==> src/rtl/sdr_lane_pkg.sv <==
package sdr_lane_pkg;

  typedef logic [2:0] mode_code_t;

  localparam mode_code_t LAT_TWO   = 3'b010;
  localparam mode_code_t LAT_THREE = 3'b011;
  localparam mode_code_t BL_PAGE   = 3'b111;

  // Beats that follow the first one for a fixed-length burst code.
  function automatic int burst_extra(input mode_code_t code);
    case (code)
      3'b001:  return 1;
      3'b010:  return 3;
      3'b011:  return 7;
      default: return 0;
    endcase
  endfunction

  function automatic int lat_cycles(input mode_code_t code);
    return (code == LAT_TWO) ? 2 : 3;
  endfunction

  function automatic logic lat_reserved(input mode_code_t code);
    return !((code == LAT_TWO) || (code == LAT_THREE));
  endfunction

endpackage

==> src/rtl/sdr_beat_gen.sv <==
module sdr_beat_gen
  import sdr_lane_pkg::*;
#(
  parameter int MAX_BURST = 8
) (
  input  logic       clk,
  input  logic       rst_n,
  input  logic       start,
  input  logic       kill,
  input  mode_code_t len_code,
  input  logic       single,
  output logic       beat
);

  localparam int CW = $clog2(MAX_BURST);

  logic [CW-1:0] cnt_q, cnt_d;
  logic          page_q, page_d;
  logic          active;

  always_comb begin
    active = (cnt_q != '0) || page_q;
    beat   = start || (active && !kill);
    cnt_d  = cnt_q;
    page_d = page_q;
    if (start) begin
      cnt_d  = single ? '0 : CW'(burst_extra(len_code));
      page_d = !single && (len_code == BL_PAGE);
    end else if (kill) begin
      cnt_d  = '0;
      page_d = 1'b0;
    end else if (active && !page_q) begin
      cnt_d  = cnt_q - CW'(1);
    end
  end

  always_ff @(posedge clk or negedge rst_n) begin
    if (!rst_n) begin
      cnt_q  <= '0;
      page_q <= 1'b0;
    end else begin
      cnt_q  <= cnt_d;
      page_q <= page_d;
    end
  end

  // a terminating command leaves no continuation beat
  a_r7_kill_ends_burst: assert property (@(posedge clk) disable iff (!rst_n)
    (kill && !start) |=> (beat == start));

  // single-location access never continues past its first beat
  a_r6_single_one_beat: assert property (@(posedge clk) disable iff (!rst_n)
    (start && single) |=> (beat == start));

endmodule

==> src/rtl/sdr_rd_pipe.sv <==
module sdr_rd_pipe #(
  parameter int DW     = 16,
  parameter int MAX_CL = 3
) (
  input  logic                         clk,
  input  logic                         rst_n,
  input  logic                         beat,
  input  logic [DW-1:0]                rd_data,
  input  logic [DW/8-1:0]              dqm,
  input  logic [$clog2(MAX_CL+1)-1:0]  cl_sel,
  output logic [DW-1:0]                dq_out,
  output logic [DW/8-1:0]              dq_oe
);

  localparam int NB   = DW / 8;
  localparam int NSTG = MAX_CL - 1;
  localparam int CLW  = $clog2(MAX_CL + 1);

  logic [NSTG-1:0] st_v;
  logic [DW-1:0]   st_d [NSTG];
  logic [NB-1:0]   dqm_q;
  logic            sel_v;
  logic [DW-1:0]   sel_d;
  logic [NB-1:0]   oe_d;

  for (genvar g = 0; g < NSTG; g++) begin : g_stage
    logic          in_v;
    logic [DW-1:0] in_d;
    if (g == 0) begin : g_head
      assign in_v = beat;
      assign in_d = rd_data;
    end else begin : g_link
      assign in_v = st_v[g-1];
      assign in_d = st_d[g-1];
    end

    always_ff @(posedge clk or negedge rst_n) begin
      if (!rst_n) st_v[g] <= 1'b0;
      else        st_v[g] <= in_v;
    end

    always_ff @(posedge clk) begin
      if (in_v) st_d[g] <= in_d;
    end
  end

  always_comb begin
    sel_v = 1'b0;
    sel_d = '0;
    for (int i = 0; i < NSTG; i++) begin
      if (cl_sel == CLW'(i + 2)) begin
        sel_v = st_v[i];
        sel_d = st_d[i];
      end
    end
    oe_d = {NB{sel_v}} & ~dqm_q;
  end

  always_ff @(posedge clk or negedge rst_n) begin
    if (!rst_n) begin
      dqm_q  <= '1;
      dq_oe  <= '0;
      dq_out <= '0;
    end else begin
      dqm_q <= dqm;
      dq_oe <= oe_d;
      if (sel_v) dq_out <= sel_d;
    end
  end

  // the lane drives only for a beat issued m-1 edges before the load
  a_r1_oe_follows_beat: assert property (@(posedge clk) disable iff (!rst_n)
    (|dq_oe) |-> ($past(beat, 2) || $past(beat, 3)));

  // a byte masked two edges earlier never drives
  a_r3_read_mask_delay: assert property (@(posedge clk) disable iff (!rst_n)
    (dq_oe & $past(dqm, 2)) == '0);

endmodule

==> src/rtl/sdr_dq_lane.sv <==
module sdr_dq_lane
  import sdr_lane_pkg::*;
#(
  parameter int DW        = 16,
  parameter int MAX_BURST = 8,
  parameter int MAX_CL    = 3
) (
  input  logic              clk,
  input  logic              rst_n,
  input  logic              rd_cmd,
  input  logic              wr_cmd,
  input  logic              pre_cmd,
  input  logic              term_cmd,
  input  logic [2:0]        lat_code,
  input  logic [2:0]        bl_code,
  input  logic              wr_single,
  input  logic [DW/8-1:0]   dqm,
  input  logic [DW-1:0]     rd_data,
  output logic [DW-1:0]     dq_out,
  output logic [DW/8-1:0]   dq_oe,
  output logic [DW/8-1:0]   wr_strobe,
  output logic              lat_err
);

  localparam int NB  = DW / 8;
  localparam int CLW = $clog2(MAX_CL + 1);

  logic [1:0]     rst_sync;
  logic           rst_l;
  logic [CLW-1:0] cl_sel;
  logic           lat_err_d;
  logic           rd_beat, wr_beat;
  logic           rd_kill, wr_kill;

  // asynchronous assertion, synchronous release
  always_ff @(posedge clk or negedge rst_n) begin
    if (!rst_n) rst_sync <= '0;
    else        rst_sync <= {rst_sync[0], 1'b1};
  end
  assign rst_l = rst_sync[1];

  always_comb begin
    cl_sel    = CLW'(lat_cycles(lat_code));
    lat_err_d = lat_reserved(lat_code);
    rd_kill   = wr_cmd || pre_cmd || term_cmd;
    wr_kill   = rd_cmd || pre_cmd || term_cmd;
  end

  always_ff @(posedge clk or negedge rst_l) begin
    if (!rst_l) lat_err <= 1'b0;
    else        lat_err <= lat_err_d;
  end

  sdr_beat_gen #(.MAX_BURST(MAX_BURST)) u_rd_beats (
    .clk      (clk),
    .rst_n    (rst_l),
    .start    (rd_cmd),
    .kill     (rd_kill),
    .len_code (bl_code),
    .single   (1'b0),
    .beat     (rd_beat)
  );

  sdr_beat_gen #(.MAX_BURST(MAX_BURST)) u_wr_beats (
    .clk      (clk),
    .rst_n    (rst_l),
    .start    (wr_cmd),
    .kill     (wr_kill),
    .len_code (bl_code),
    .single   (wr_single),
    .beat     (wr_beat)
  );

  sdr_rd_pipe #(.DW(DW), .MAX_CL(MAX_CL)) u_rd_pipe (
    .clk     (clk),
    .rst_n   (rst_l),
    .beat    (rd_beat),
    .rd_data (rd_data),
    .dqm     (dqm),
    .cl_sel  (cl_sel),
    .dq_out  (dq_out),
    .dq_oe   (dq_oe)
  );

  assign wr_strobe = {NB{wr_beat && rst_l}} & ~dqm;

  // decoded commands arrive one at a time
  a_r8_one_command: assert property (@(posedge clk) disable iff (!rst_l)
    $countones({rd_cmd, wr_cmd, pre_cmd, term_cmd}) <= 1);

  // no write strobe on a byte whose mask is high in the same cycle
  a_r4_write_mask_now: assert property (@(posedge clk) disable iff (!rst_l)
    (wr_strobe & dqm) == '0);

endmodule

==> config.mk <==
export PLATFORM = sky130hd
export DESIGN_NAME = sdr_dq_lane
export DESIGN_NICKNAME = d
export VERILOG_FILES = /design/src/rtl/sdr_lane_pkg.sv /design/src/rtl/sdr_beat_gen.sv /design/src/rtl/sdr_rd_pipe.sv /design/src/rtl/sdr_dq_lane.sv
export SDC_FILE = /design/constraint.sdc
export NUM_CORES = 1
export LEC_CHECK = 0
export BUFFER_PORTS_ARGS = -buffer_cell sky130_fd_sc_hd__buf_4
export CORE_MARGIN = 2
export CORE_UTILIZATION = 53
export DETAILED_ROUTE_END_ITERATION = 8
export GPL_TIMING_DRIVEN = 1
export PLACE_DENSITY = 0.82
export SYNTH_ARGS = -nofsm -noshare
export SYNTH_HDL_FRONTEND = slang
export SYNTH_SLANG_ARGS = --single-unit
==> constraint.sdc <==
create_clock -name clk -period 1.7 [get_ports clk]
set_input_delay 0.17 -clock clk [delete_from_list [all_inputs] [get_ports clk]]
set_output_delay 0.17 -clock clk [all_outputs]
set_load 0.01 [all_outputs]
### After elaboration in Yosys (flattened, before gate mapping)

Memories as Yosys holds them, arrays and structs flattened.
Cells that the tools add are included.

* muxes and demuxes: 21
* equal/unequal tests: 8
* add/sub/neg operators: 2
* bitwise gates (word level): 4
* reductions and logical operators: 27

Operators with widths (count)
* $mux W16: 2
* $mux W3: 7
* $eq A3 B2 Y1 const B: 4
* $reduce_bool A3 Y1: 4
* $mux W1: 11
* $logic_or A1 B1 Y1: 9
* $pmux W3 S3: 1
* $logic_and A1 B1 Y1: 6
* $logic_not A1 Y1: 6
* $sub A3 B1 Y3 const B: 2
* $and A2 B2 Y2: 2
* $eq A2 B2 Y1 const B: 2
* $not A2 Y2: 2
* $reduce_bool A2 Y1: 2
* $eq A3 B1 Y1 const B: 1
* $eq A3 B3 Y1 const B: 1

* memories: 1
* bits in writable memories: 32
* bits in registers: 33
* output and inout bits: 21
* logic and storage cells: 74

Memory list
* u_rd_pipe.st_d: depth 2, width 16, read ports 2, clocked after memory_dff 0, write ports 2, line sdr_rd_pipe.sv:20 `logic [DW-1:0] st_d [NSTG];`

### Longest topological paths before layout

* word-level depth: 7
* depth in mapped cells: 6
* mapped depth without buffers: 6

### Hierarchy

A second synthesis with hierarchy kept.

* cells, all modules: 179
* area, all modules: 2691.3 µm²

Modules (own cells, without submodules)
* sdr_rd_pipe: cells an instance 112, area an instance 2014.4 µm², instances 1
* sdr_beat_gen: cells an instance 28, area an instance 274.0 µm², instances 2
* sdr_dq_lane: cells an instance 11, area an instance 128.9 µm², instances 1

### Worst setup path after synthesis

No wires, ideal clock.

* kind: register to register
* start point: register u_rd_beats.cnt_q[0]
* end point: memory u_rd_pipe.st_d[0][0], enable pin
* arrival: 2.662 ns
* cell stages (with the launch flop): 6
* required time: 1.261 ns
* slack: -1.401 ns
* library setup time: 0.439 ns
* path buffers: 0
* path through: dfrtp_1 -> inv_1 -> ha_1 -> ha_1 -> nor2b_1 -> o41ai_1

RTL lines
* from (decl): line sdr_beat_gen.sv:17 `logic [CW-1:0] cnt_q, cnt_d;`
* from (signal assigned): line sdr_beat_gen.sv:42 `cnt_q <= cnt_d;`
* to (decl): line sdr_rd_pipe.sv:20

==> metrics.cfg <==
[run_status]
status = finished with violations
violations = negative setup slack

[timing]
rsz0062_at_grt = true
skew_ns = 0.01130
holdWs_ns = 0.01938
fmax_mhz = 582.2
period_share = 1.010
worst-slew-pin-transition_ns = 0.4948
setup_viol = 11
slew-limit-headroom = 0.6676
min_period_ns = 1.718
drv_slew = 0
setup_ws_ns = -0.01768
hold_violations = 0

[floorplan]
start_util = 0.5609
die_y_um = 72.35
rows = 24
fp.coreArea_sq_um = 4414
fp.dieW_um = 72.35
io_pins = 52
die_area_sq_um = 5235

[clocking]
htreeDepth = 3
clkTransAtPathRegs_ns = 0.07
cts_tree = yes
cts_inserted_buffers = 9
clk_latency_ns = 0.33
cts.sinks = 65
clockBufferDepth = 2
cts_root_buf = clkbuf_8

[global_route]
track_usage = 0.2011
grt_antenna_before_repair = 0
grt_max_degree = 27
grt_pass1_wl_mm = 7.610
grt.overflow.total = 0
first_global_vias = 1602

[critical_path]
start_kind = flop
path_cells = inv_1 -> ha_4 -> ha_4 -> nor2b_4 -> o41ai_4 -> buf_6 -> clkbuf_16
worstPathRequired_ns = 1.74
worstPathArrival_ns = 1.76
slowest_stage = dfrtp_1
cp_top_family = buffers and inverters
critPathMaxFanout = 8
r2r_slack_ns = -0.02
r2r-start = u_rd_beats.cnt_q[1]
crit_buf_inv = 3
reg2reg_to = u_rd_pipe.st_d[0][14]
crit_path_max_incr_delay_ns = 0.36
worstSetupPathType = flop to flop
endpoint_kind = flop
cp_common_cell = ha_4
reg2regPathDepth = 7

[min_path]
holdPathStages = 1
min_to = u_rd_pipe.st_d[0][3]
min_from = rd_data[3]
hp-class = input pin to flop

[power_and_ir_drop]
power.internal_w = 0.002785
p_clk_frac = 0.346
power.density_nw_per_um2 = 1057
p_total_w = 0.003593
vdd_drop_max_v = 0.0006612
power.share.combinational = 0.136
netSwitchingPower_w = 0.0008081
leakage_nw = 1.392
swShare = 0.2249
pwr-share-seq = 0.518

[synth]
synth_top_area_share = 0.3881
synth-seq-cells = 65
async_flop_share = 0.5077
synth_cell_types = 32
yosysSeqAreaShare = 0.7226
yosysWarnings = 0
syn_nets = 195
syn_inst = 160
avgSynthCellArea_sq_um = 15.48
ys_top_cells_by_area = edfxtp_1, dfrtp_1, o221a_2
dominantRegCellSynth = edfxtp_1
yosysMostFrequentCell = edfxtp_1
syn_area_sq_um = 2476
yosysTopAreaCell = edfxtp_1
yosys-top-cells-count = edfxtp_1, dfrtp_1, nand2b_1
synth_edf_count = 32

[placement]
dp_cells = 262
dp_hpwl_mm = 3.325
port_buffers = 51
place.gp.congestion = 0.7547

[drt]
antenna_left = 0
routed_wl_mm = 5.169
wire_per_inst_um = 17.76
vias_per_cell = 5.512
drt_first_pass_iters = 4
drc = 0
vias = 1604
drt_iter0_markers = 125

[layout]
fin_cells = 291
regArea_sq_um = 1789
drive_gt1_frac = 0.4644
areaGrowthSynthToFinish_pct = 37.29
nets = 269
finalCoreUtilization = 0.7701
fillers = 246
multi_input_area_sq_um = 753.2
n_antenna_cell = 0

[job]
drv_cap = 0

## cell usage in the layout, fill, tap and decap left out, drive strengths merged, types with 2 or more instances in the layout
cell         instances
nand2                4
nand4                2
o221a               16
nor2b                4
dlygate4sd3          6
nor3                 2
o21ai                2
dfstp                2
buf                 60
o22a                 3
inv                  7
clkbuf              15
clkinv               2
ha                   4
nand2b              19
a21oi                6
nor3b                4
nor2                 4
edfxtp              32
dfrtp               31
## power by group through the flow
stage,Sequential [W],Clock (W),Combinational (W)
final,0.00186,0.00124,0.000489
after global routing,0.00187,0.00134,0.000527
after CTS,0.00186,0.00128,0.000449
after detailed placement,0.00189,0,0.000424
after global placement,0.00188,0,0.000405
after floorplan,0.00191,0,0.000169
## per-layer routing
metal / track usage / vias up / routed length (um)
met5: 0 / - / 0
met4: 0.07128 / 0 / 123
met1: 0.2308 / 791 / 1964
li1: - / 751 / -
met2: 0.3507 / 50 / 2835
met3: 0.06806 / 12 / 245
## cell type report
| cell class | instances | area share |
|---|---|---|
| Multi-Input combinational cell | 83 | 0.2216 |
| Sequential cell | 65 | 0.5263 |
| Timing Repair Buffer | 68 | 0.1697 |
| Clock inverter | 3 | 0.01178 |
| Clock buffer | 13 | 0.04380 |
| Inverter | 7 | 0.007729 |
| Tap cell | 52 | 0.01914 |
## kinds of logic after synthesis
kind of cell / Yosys count / synth area share
muxes: 1 / 0.004547
buffers and inverters: 12 / 0.02021
other: 1 / 0.001514
AOI/OAI and AO/OA: 32 / 0.1172
and+or+nand+nor: 44 / 0.1102
xor gates and xnor gates: 1 / 0.003538
adders and majority gates: 4 / 0.02021
DFF: 65 / 0.7226
## sequential cells by signal, indices dropped and copies added (netlist names)
signal / count
u_rd_pipe.st_d: 32
u_rd_pipe.dq_out: 16
u_rd_beats.cnt_q: 3
u_wr_beats.cnt_q: 3
rst_sync: 2
u_rd_pipe.dq_oe: 2
u_rd_pipe.dqm_q: 2
lat_err: 1
u_rd_beats.page_q: 1
u_rd_pipe.g_stage.in_v: 1
u_rd_pipe.st_v: 1
u_wr_beats.page_q: 1
## per-stage QoR
stage / TNS (ns) / area [sq um] / worst slack, ns
4_1_cts: -0.05922 / 3277 / -0.006829
6_report: -0.1283 / 3400 / -0.01768
3_3_place_gp: 0 / 2984 / 0.1081
3_5_place_dp: 0 / 2984 / 0.01121
5_1_grt: -0.3823 / 3400 / -0.06817
2_1_floorplan: -3.054 / 2517 / -0.1906
## worst reg2reg max path, stage by stage, from the launching register on
cell and delay [ns]:
dfrtp_1 0.36, inv_1 0.08, ha_4 0.17, ha_4 0.16
nor2b_4 0.12, o41ai_4 0.22, buf_6 0.18, clkbuf_16 0.15
## timing repair
item                                    CTS  global route
hold buffers                              5             1
setup buffers                             2             3
endpoints found under the setup margin   16            36
resized for setup                         9             8
hold endpoints to repair                  6             1
gates cloned                              0             2
pin swaps                                 2             4
## worst max path at each step
stage / startpoint / endpoint / slack (ns) / cells after the start
after floorplan: u_rd_beats.cnt_q[0] / u_rd_pipe.st_d[0][0] / -0.19 / 5
after global placement: u_rd_beats.cnt_q[0] / u_rd_pipe.st_d[0][7] / 0.11 / 6
after detailed placement: u_rd_beats.cnt_q[0] / u_rd_pipe.st_d[0][11] / 0.01 / 6
after CTS: u_rd_beats.cnt_q[0] / u_rd_pipe.st_d[0][1] / -0.007 / 6
after global routing: u_wr_beats.cnt_q[0] / wr_strobe[0] / -0.07 / 7
final: u_rd_beats.cnt_q[1] / u_rd_pipe.st_d[0][14] / -0.02 / 7
Power figures use the tool's default switching activity.
